## src/rtl/tsense_pkg.sv

```systemverilog
package tsense_pkg;
  typedef enum logic [1:0] {
    SEL_DIFF  = 2'd0,
    SEL_VBE_L = 2'd1,
    SEL_VBE_R = 2'd2
  } sel_e;
endpackage

```

## src/rtl/tsense_phase.sv

```systemverilog
module tsense_phase (
  input  logic clk,
  input  logic rst,
  input  logic tick,
  input  logic bs,
  output logic start,
  output logic bs_cur
);
  // ph_q = 1: the next strobe opens a new modulator cycle
  logic ph_q;
  logic bs_q;

  assign start  = tick & ph_q;
  assign bs_cur = start ? bs : bs_q;

  always_ff @(posedge clk) begin
    if (rst) begin
      ph_q <= 1'b1;
      bs_q <= 1'b0;
    end else if (tick) begin
      ph_q <= ~ph_q;
      if (ph_q) bs_q <= bs;
    end
  end

  // the held bit cannot change on a mid-cycle strobe
  p_bs_hold_r9: assert property (@(posedge clk) disable iff (rst)
    (tick && !ph_q) |=> (bs_q == $past(bs_q)));
endmodule

```

## src/rtl/tsense_dem_ptr.sv

```systemverilog
module tsense_dem_ptr #(
  parameter int N_SRC = 6,
  localparam int PW = $clog2(N_SRC)
) (
  input  logic          clk,
  input  logic          rst,
  input  logic          adv,
  output logic [PW-1:0] ptr
);
  localparam logic [PW-1:0] LAST = PW'(N_SRC - 1);

  always_ff @(posedge clk) begin
    if (rst) ptr <= '0;
    else if (adv) ptr <= (ptr == LAST) ? '0 : ptr + 1'b1;
  end

  p_ptr_range_r4: assert property (@(posedge clk) disable iff (rst)
    ptr <= LAST);
  p_ptr_hold_r4: assert property (@(posedge clk) disable iff (rst)
    !adv |=> $stable(ptr));
endmodule

```

## src/rtl/tsense_trim_dsm.sv

```systemverilog
module tsense_trim_dsm #(
  parameter int W = 8
) (
  input  logic         clk,
  input  logic         rst,
  input  logic         adv,
  input  logic [W-1:0] code,
  output logic         carry
);
  logic [W-1:0] acc_q;
  logic [W-1:0] sum;

  assign {carry, sum} = {1'b0, acc_q} + {1'b0, code};

  always_ff @(posedge clk) begin
    if (rst) acc_q <= '0;
    else if (adv) acc_q <= sum;
  end

  // accumulator is frozen whenever it is not advanced
  p_trim_frozen_r8: assert property (@(posedge clk) disable iff (rst)
    !adv |=> $stable(acc_q));
endmodule

```

## src/rtl/tsense_steer.sv

```systemverilog
module tsense_steer
  import tsense_pkg::*;
#(
  parameter int N_SRC = 6,
  parameter int CW    = 3,
  localparam int PW = $clog2(N_SRC)
) (
  input  logic             clk,
  input  logic             rst,
  input  logic             tick,
  input  logic             start,
  input  logic             bs_cur,
  input  logic [PW-1:0]    unit,
  input  logic             carry,
  input  logic [CW-1:0]    coarse,
  output logic [N_SRC-1:0] src_left,
  output logic [N_SRC-1:0] src_right,
  output logic             swap,
  output logic [1:0]       mux_sel,
  output logic             trim_bit
);
  localparam logic [CW-1:0] KMAX = CW'(N_SRC - 1);

  logic [CW-1:0]    kcl;
  logic [N_SRC-1:0] stat_mask, bias_mask, unit_oh, mask_cur, mask_q;
  logic [N_SRC-1:0] l_d, r_d;
  sel_e             sel_d;

  assign kcl = (coarse > KMAX) ? KMAX : coarse;

  for (genvar i = 0; i < N_SRC; i++) begin : g_src
    assign unit_oh[i] = (unit == PW'(i));
    if (i < N_SRC - 1) begin : g_stat
      assign stat_mask[i] = (CW'(i) < kcl);
      assign bias_mask[i] = stat_mask[i];
    end else begin : g_trim
      assign stat_mask[i] = 1'b0;
      assign bias_mask[i] = carry;
    end
  end

  assign mask_cur = start ? (bs_cur ? bias_mask : unit_oh) : mask_q;

  always_comb begin
    if (!bs_cur) begin
      sel_d = SEL_DIFF;
      l_d   = start ? mask_cur : ~mask_cur;
      r_d   = start ? ~mask_cur : mask_cur;
    end else begin
      sel_d = start ? SEL_VBE_L : SEL_VBE_R;
      l_d   = start ? mask_cur : '0;
      r_d   = start ? '0 : mask_cur;
    end
  end

  always_ff @(posedge clk) begin
    if (rst) begin
      src_left  <= '0;
      src_right <= '0;
      swap      <= 1'b0;
      mux_sel   <= SEL_DIFF;
      trim_bit  <= 1'b0;
      mask_q    <= '0;
    end else if (tick) begin
      src_left  <= l_d;
      src_right <= r_d;
      swap      <= start;
      mux_sel   <= sel_d;
      trim_bit  <= bs_cur & mask_cur[N_SRC-1];
      if (start) mask_q <= mask_cur;
    end
  end

  p_swap_toggle_r2: assert property (@(posedge clk) disable iff (rst)
    tick |=> (swap != $past(swap)));
  p_disjoint_r3: assert property (@(posedge clk) disable iff (rst)
    (src_left & src_right) == '0);
  p_ratio_r3: assert property (@(posedge clk) disable iff (rst)
    (tick && !bs_cur) |=> ((src_left | src_right) == '1 &&
      ($countones(src_left) == 1 || $countones(src_right) == 1)));
  p_vbe_side_r5: assert property (@(posedge clk) disable iff (rst)
    (mux_sel == SEL_VBE_L) |-> (swap && src_right == '0));
  p_trim_zero_r8: assert property (@(posedge clk) disable iff (rst)
    (mux_sel == SEL_DIFF) |-> !trim_bit);
endmodule

```

## src/rtl/tsense_seq.sv

```systemverilog
module tsense_seq #(
  parameter int N_SRC  = 6,
  parameter int TRIM_W = 8,
  parameter int CW     = 3
) (
  input  logic              clk,
  input  logic              rst,
  input  logic              tick,
  input  logic              bs,
  input  logic [TRIM_W-1:0] trim_code,
  input  logic [CW-1:0]     coarse,
  output logic [N_SRC-1:0]  src_left,
  output logic [N_SRC-1:0]  src_right,
  output logic              swap,
  output logic [1:0]        mux_sel,
  output logic              trim_bit
);
  localparam int PW = $clog2(N_SRC);

  logic          start, bs_cur, carry;
  logic [PW-1:0] unit;

  tsense_phase u_phase (
    .clk(clk), .rst(rst), .tick(tick), .bs(bs),
    .start(start), .bs_cur(bs_cur)
  );

  tsense_dem_ptr #(.N_SRC(N_SRC)) u_ptr (
    .clk(clk), .rst(rst), .adv(start & ~bs_cur), .ptr(unit)
  );

  tsense_trim_dsm #(.W(TRIM_W)) u_trim (
    .clk(clk), .rst(rst), .adv(start & bs_cur), .code(trim_code),
    .carry(carry)
  );

  tsense_steer #(.N_SRC(N_SRC), .CW(CW)) u_steer (
    .clk(clk), .rst(rst), .tick(tick), .start(start), .bs_cur(bs_cur),
    .unit(unit), .carry(carry), .coarse(coarse),
    .src_left(src_left), .src_right(src_right), .swap(swap),
    .mux_sel(mux_sel), .trim_bit(trim_bit)
  );
endmodule

```

## config.mk

```make
export PLATFORM = sky130hd
export DESIGN_NAME = tsense_seq
export DESIGN_NICKNAME = d
export VERILOG_FILES = /design/src/rtl/tsense_pkg.sv /design/src/rtl/tsense_phase.sv /design/src/rtl/tsense_dem_ptr.sv /design/src/rtl/tsense_trim_dsm.sv /design/src/rtl/tsense_steer.sv /design/src/rtl/tsense_seq.sv
export SDC_FILE = /design/constraint.sdc
export NUM_CORES = 1
export LEC_CHECK = 0
export CAP_MARGIN = 20
export CORE_AREA = 2 2 59 61
export CTS_CLUSTER_SIZE = 24
export DETAILED_ROUTE_END_ITERATION = 7
export DIE_AREA = 0 0 61 63
export DONT_BUFFER_PORTS = 1
export PLACE_DENSITY = 0.76
export SETUP_SLACK_MARGIN = 0.5
export SYNTH_ARGS = -nofsm -noshare
export SYNTH_HDL_FRONTEND = slang
export SYNTH_SLANG_ARGS = --single-unit
export TNS_END_PERCENT = 100
```

## constraint.sdc

```tcl
create_clock -name clk -period 7.8 [get_ports clk]
set_input_delay 1.56 -clock clk [delete_from_list [all_inputs] [get_ports clk]]
set_output_delay 1.56 -clock clk [all_outputs]
set_load 0.005 [all_outputs]
```

### Word-level counts from Yosys, hierarchy flattened

Index checks and enable logic that the tools add are counted.

* eq/ne operators: 5
* mux-type cells: 13
* bitwise operators: 7
* add/subtract/negate cells: 2
* reductions and logical operators: 3
* $lt $le $gt $ge: 6

Operator list (count)
* two-way mux 6 bit: 8
* adder 8 x 8 -> 9 bit: 1
* equality test 3 x 2 -> 1 bit, second input constant: 2
* equality test 3 bit, second input constant: 2
* less-than comparator 1 x 3 -> 1 bit, first input constant: 2
* less-than comparator 2 x 3 -> 1 bit, first input constant: 2
* two-way mux 3 bit: 2
* NOT 6 bit: 1
* bitwise AND 1 bit: 4
* two-way mux 2 bit: 2
* AND reduction 2 bit: 2
* adder 3 x 1 -> 3 bit, second input constant: 1
* equality test 3 x 1 -> 1 bit, second input constant: 1
* greater-than comparator 3 bit, second input constant: 1
* zero test 3 bit: 1
* less-than comparator 3 bit, first input constant: 1
* NOT 1 bit: 2
* two-way mux 1 bit: 1

* register bits after elaboration: 35
* output and inout bits: 16

### Logic depth before layout (Yosys ltp)

* depth after elaboration: 8
* gate-level depth with buffers: 11
* mapped depth without buffers: 9

### By module

A second synthesis with hierarchy kept.

* cells, all modules: 234
* area, all modules: 2070.7 sq um

Modules (own cells, without submodules)
* tsense_steer: sequential area each 440.4 sq um, instances 1, area each 1227.4 sq um, cells each 146
* tsense_trim_dsm: sequential area each 160.2 sq um, instances 1, area each 614.3 sq um, cells each 66
* tsense_dem_ptr: sequential area each 60.1 sq um, instances 1, area each 122.6 sq um, cells each 11
* tsense_phase: sequential area each 40.0 sq um, instances 1, area each 90.1 sq um, cells each 9
* tsense_seq: sequential area each 0.0 sq um, instances 1, area each 16.3 sq um, cells each 2

### Least setup slack after synthesis

Ideal clock, no wire load.

* path kind: in2reg
* start: input port trim_code[0]
* end: register u_steer.src_left[5]
* slack: 3897 ps
* path buffers: 0
* arrival time: 3812 ps
* stages: 9
* required time: 7709 ps
* cell sequence: ha_1 fa_1 a211o_1 a21o_1 o31ai_2 nor2_1 ha_1 or3_1 a311oi_1

* word-level cells in the longest chain between the ends: 6
* elaborated cells on any way between the ends: 7
* those cells by class: add/sub (1); mux (5); bitwise (1)

Ends and longest elaborated chain
* start: declaration: RTL line tsense_seq.sv:10 `input logic [TRIM_W-1:0] trim_code,`
* adder 8 x 8 -> 9 bit (*): RTL line tsense_trim_dsm.sv:13 `assign {carry, sum} = {1'b0, acc_q} + {1'b0, code};`
* two-way mux 6 bit (*) (2 in a row): RTL line tsense_steer.sv:42 `assign mask_cur = start ? (bs_cur ? bias_mask : unit_oh) : mask_q;`
* net u_steer.mask_cur[5]: RTL line tsense_steer.sv:25 `logic [N_SRC-1:0] stat_mask, bias_mask, unit_oh, mask_cur, mask_q;`
* NOT 6 bit: RTL line tsense_steer.sv:47 `l_d = start ? mask_cur : ~mask_cur;`
* two-way mux 6 bit: RTL line tsense_steer.sv:47
* two-way mux 6 bit (*): RTL line tsense_steer.sv:45 `if (!bs_cur) begin`
* end signal: assignment: RTL line tsense_steer.sv:65 `src_left <= l_d;`
* end: declaration: RTL line tsense_steer.sv:16 `output logic [N_SRC-1:0] src_left,`

Mark *: on every way through the listed nets, which the timed path passes. The rest lies on a longest branch.
A chain may end at the register's enable or synchronous reset.

### Final worst setup path

Same ends and word-level chain as after synthesis.

==> summary.md <==
| Metric | Value |
|---|---|
| FMAX | 272.0 MHz |
| Worst-Skew Late Latency | 340 ps |
| Dpl hpwl | 2837 microns |
| Max Cap Violations | 0 |
| R2R setup slack | 5010 ps |
| Yosys top cell by area | dfxtp_1 |
| Total power | 388.4 uW |
| Synth unique cells | 50 |
| DIE AREA | 3843 sq um |
| First-iteration detailed-routing DRC count | 99 |
| RSZ-0062 raised after global routing | false |
| DRC errors left | 0 |
| Post-route ant nets | 0 |
| Setup-failing EPs final | 0 |
| Reg2Reg Depth | 7 |
| CTS Buf Count | 5 |
| CP Class | in2reg |
| #FFs+latches synth | 35 |
| Max clock buf depth | 2 |
| Fin. max-slew vios | 0 |
| CTS tree | built |
| Switching share of power | 28.61% |
| Die Wd | 61 microns |
| Final hold viol count | 0 |
| Most Crowded Layer GR | met2 |
| Post-cts resize count | 0 |
| Pin count of the biggest net entering global routing | 33 |
| Initial Util | 61.98% |
| Most frequent cells after synthesis | dfxtp_1, nor2_1, a21oi_1 |
| Met3 Use GR | 8.075% |
| Maximum vdd drop | 115.3 uV |
| Root Driver | clkbuf_4 |
| Largest cells by area after synthesis | dfxtp_1, ha_1, nor2_1, a21oi_1, o21ai_0 |
| Worst flop-to-flop path endpoint | u_steer.src_left[5]$_SDFFE_PP0P_ |
| Startpoint Class | input pin |
| Core region area | 3232 sq um |
| Start point of the critical path | trim_code[0] |
| Synth Flop Type | dfxtp_1 |
| Most common cell in the netlist | dfxtp_1 |
| Clock power share | 29.2% |
| Final TNS setup | 0 ps |
| Sequential Power Share | 51.9% |
| Clk slew on worst S/H paths | 100 ps |
| WL per Instance | 14.85 microns |
| Routability cong. | 0.9357 |
| Sequential area share after synthesis | 34.98% |
| CTS sink cnt | 35 |
| Vias in the first global route | 1,566 |
| H-tree levels | 2 |
| Final nets | 258 |
| Vias | 1,643 |
| Setup crit end | u_steer.src_left[5]$_SDFFE_PP0P_ |
| Number of cell rows | 21 |
| Async SR Flop Fraction | 0% |
| All-layer global routing usage | 23.71% |
| 1st-pass router iterations | 5 |
| DIE HEIGHT | 63 microns |
| Final worst path period need | 3676 ps |
| Outcome | complete, no violations |
| Area share of the largest cell type after synthesis | 34.98% |
| Critical Path RT | 8060 ps |
| Final wirelength | 4039 microns |
| Mean Syn Cell Area | 8.634 sq um |
| Vias per inst | 6.040 |
| EDFF count, synth | 0 |
| Fill cell count | 286 |
| Total number of yosys warnings | 0 |
| Ant. Diodes | 0 |
| P_int | 277.3 uW |
| Area Growth Syn to Fin | 2.811% |
| Synth Instances | 232 |
| Critical R2R Launch | u_phase.ph_q$_SDFFE_PP1P_ |
| Met2 usage | 35.22% |
| Logic gate share of total power | 18.9% |
| First-pass GRT wire length | 6969 microns |
| Initial antenna violation count | 0 |
| Cell Area, Synth | 2003 sq um |
| Post-CTS Setup Bufs | 0 |
| Least-Margin Pin Slew | 656.1 ps |
| IO Count | 31 |
| Psw | 111.1 uW |
| Port Buffer Count | 0 |
| GR Overflow Total | 0 |
| Relative slew slack | 56.26% |
| CTS Hold Buffers Added | 0 |
| Critical path capture point type | flop |
| Final Cycle Share | 47.13% |
| Critical Path Fanout Max | 3 |
| Crit path DAT | 3940 ps |
| Share of cells above drive strength 1 | 7.080% |
| Layout Skew | 1.715 ps |
| Met1 usage | 31.57% |
| Syn_nets | 265 |
| Leakage | 0.8400 nW |
| Hold Path Class | reg2reg |
| Power Density | 188.6 nW/um^2 |
sequential cells by signal (all words and copies together) (netlist names):
register / count
u_phase.bs_q: 1
u_steer.mask_q: 6
u_trim.acc_q: 8
u_steer.mux_sel: 2
u_phase.ph_q: 1
u_steer.src_right: 6
u_steer.trim_bit: 1
u_steer.swap: 1
u_ptr.ptr: 3
u_steer.src_left: 6
per-layer routing:
metal | part of all wire [%] | up-vias
met3 | 6.9 | 8
met2 | 45 | 51
met5 | 0 | -
met1 | 46 | 753
li1 | - | 831
met4 | 1.6 | 0
power by group through the flow:
stage	Sequential, mW	Clock (mW)	Combinational, mW
floorplan	0.202	0	0.0683
global placement	0.205	0	0.0696
detailed placement	0.206	0	0.0726
CTS	0.202	0.115	0.0735
global route	0.204	0.127	0.0840
finish	0.202	0.113	0.0735
layout make-up:
class                           count  area (sq um)  area share (%)
Clock buffer                        8         68.82           3.341
Inverter                            8         30.03           1.458
Tap cell                           46         57.56           2.795
Multi-Input combinational cell    175          1202           58.38
Sequential cell                    35         700.7           34.02
worst max-delay path: stages:
cell and delay, ps:
ha_1 220, fa_1 430, a211o_1 290, a21o_1 200, o31ai_2 280, nor2_1 80, ha_1 270, or3_1 360
a311oi_1 230
layout by cell type (no fill, tap or decap), types with 3 or more instances in the layout:
master | synthesis | routed
nand2_1 | 13 | 13
nor2_1 | 30 | 30
o211ai_1 | 6 | 6
nor3_1 | 4 | 4
ha_1 | 17 | 17
mux2i_1 | 5 | 5
a21o_1 | 4 | 4
nand3_1 | 9 | 9
inv_1 | 7 | 7
or3_1 | 4 | 4
a21oi_1 | 18 | 18
dfxtp_1 | 35 | 35
a311oi_1 | 5 | 5
a211oi_1 | 8 | 8
nand3b_1 | 3 | 3
o21ai_0 | 12 | 12
clkbuf_4 | 0 | 5
xnor2_1 | 3 | 3
how the worst min path moves through the flow:
stage,start,end,slack (ps),cells past startpoint
after global placement,u_trim.acc_q[4]$_SDFFE_PP0P_,u_trim.acc_q[4]$_SDFFE_PP0P_,440,2
after global routing,u_trim.acc_q[4]$_SDFFE_PP0P_,u_trim.acc_q[4]$_SDFFE_PP0P_,490,2
after CTS,u_trim.acc_q[4]$_SDFFE_PP0P_,u_trim.acc_q[4]$_SDFFE_PP0P_,470,2
after floorplan,u_trim.acc_q[4]$_SDFFE_PP0P_,u_trim.acc_q[4]$_SDFFE_PP0P_,440,2
after detailed placement,u_trim.acc_q[4]$_SDFFE_PP0P_,u_trim.acc_q[4]$_SDFFE_PP0P_,450,2
final,u_trim.acc_q[4]$_SDFFE_PP0P_,u_trim.acc_q[4]$_SDFFE_PP0P_,460,2
stage by stage:
stage | utilization (%) | cells | setup WS [ps] | hold WS (ps) | instance area, sq um
6_report | 63.72 | 272 | 4124 | 463.4 | 2059
5_1_grt | 63.72 | 272 | 3972 | 494.7 | 2059
4_1_cts | 63.72 | 272 | 4115 | 467.6 | 2059
3_5_place_dp | 61.60 | 264 | 3760 | 452.7 | 1991
3_3_place_gp | 61.60 | 264 | 3822 | 437.0 | 1991
2_1_floorplan | - | 232 | 3897 | 435.6 | 2003
logic make-up (layout without fill, tap and decap cells):
logic type      count (synthesis)  after routing  synth area share [%]
simple gates                   79             79                 19.92
compound gates                 69             69                 24.24
flops                          35             35                 34.98
buf+inv                        22             16                 4.997
fa+ha+maj                      18             18                 11.62
mux                             5              5                 2.499
xor+xnor                        4              4                 1.749
(Power assumes the default switching activity.)
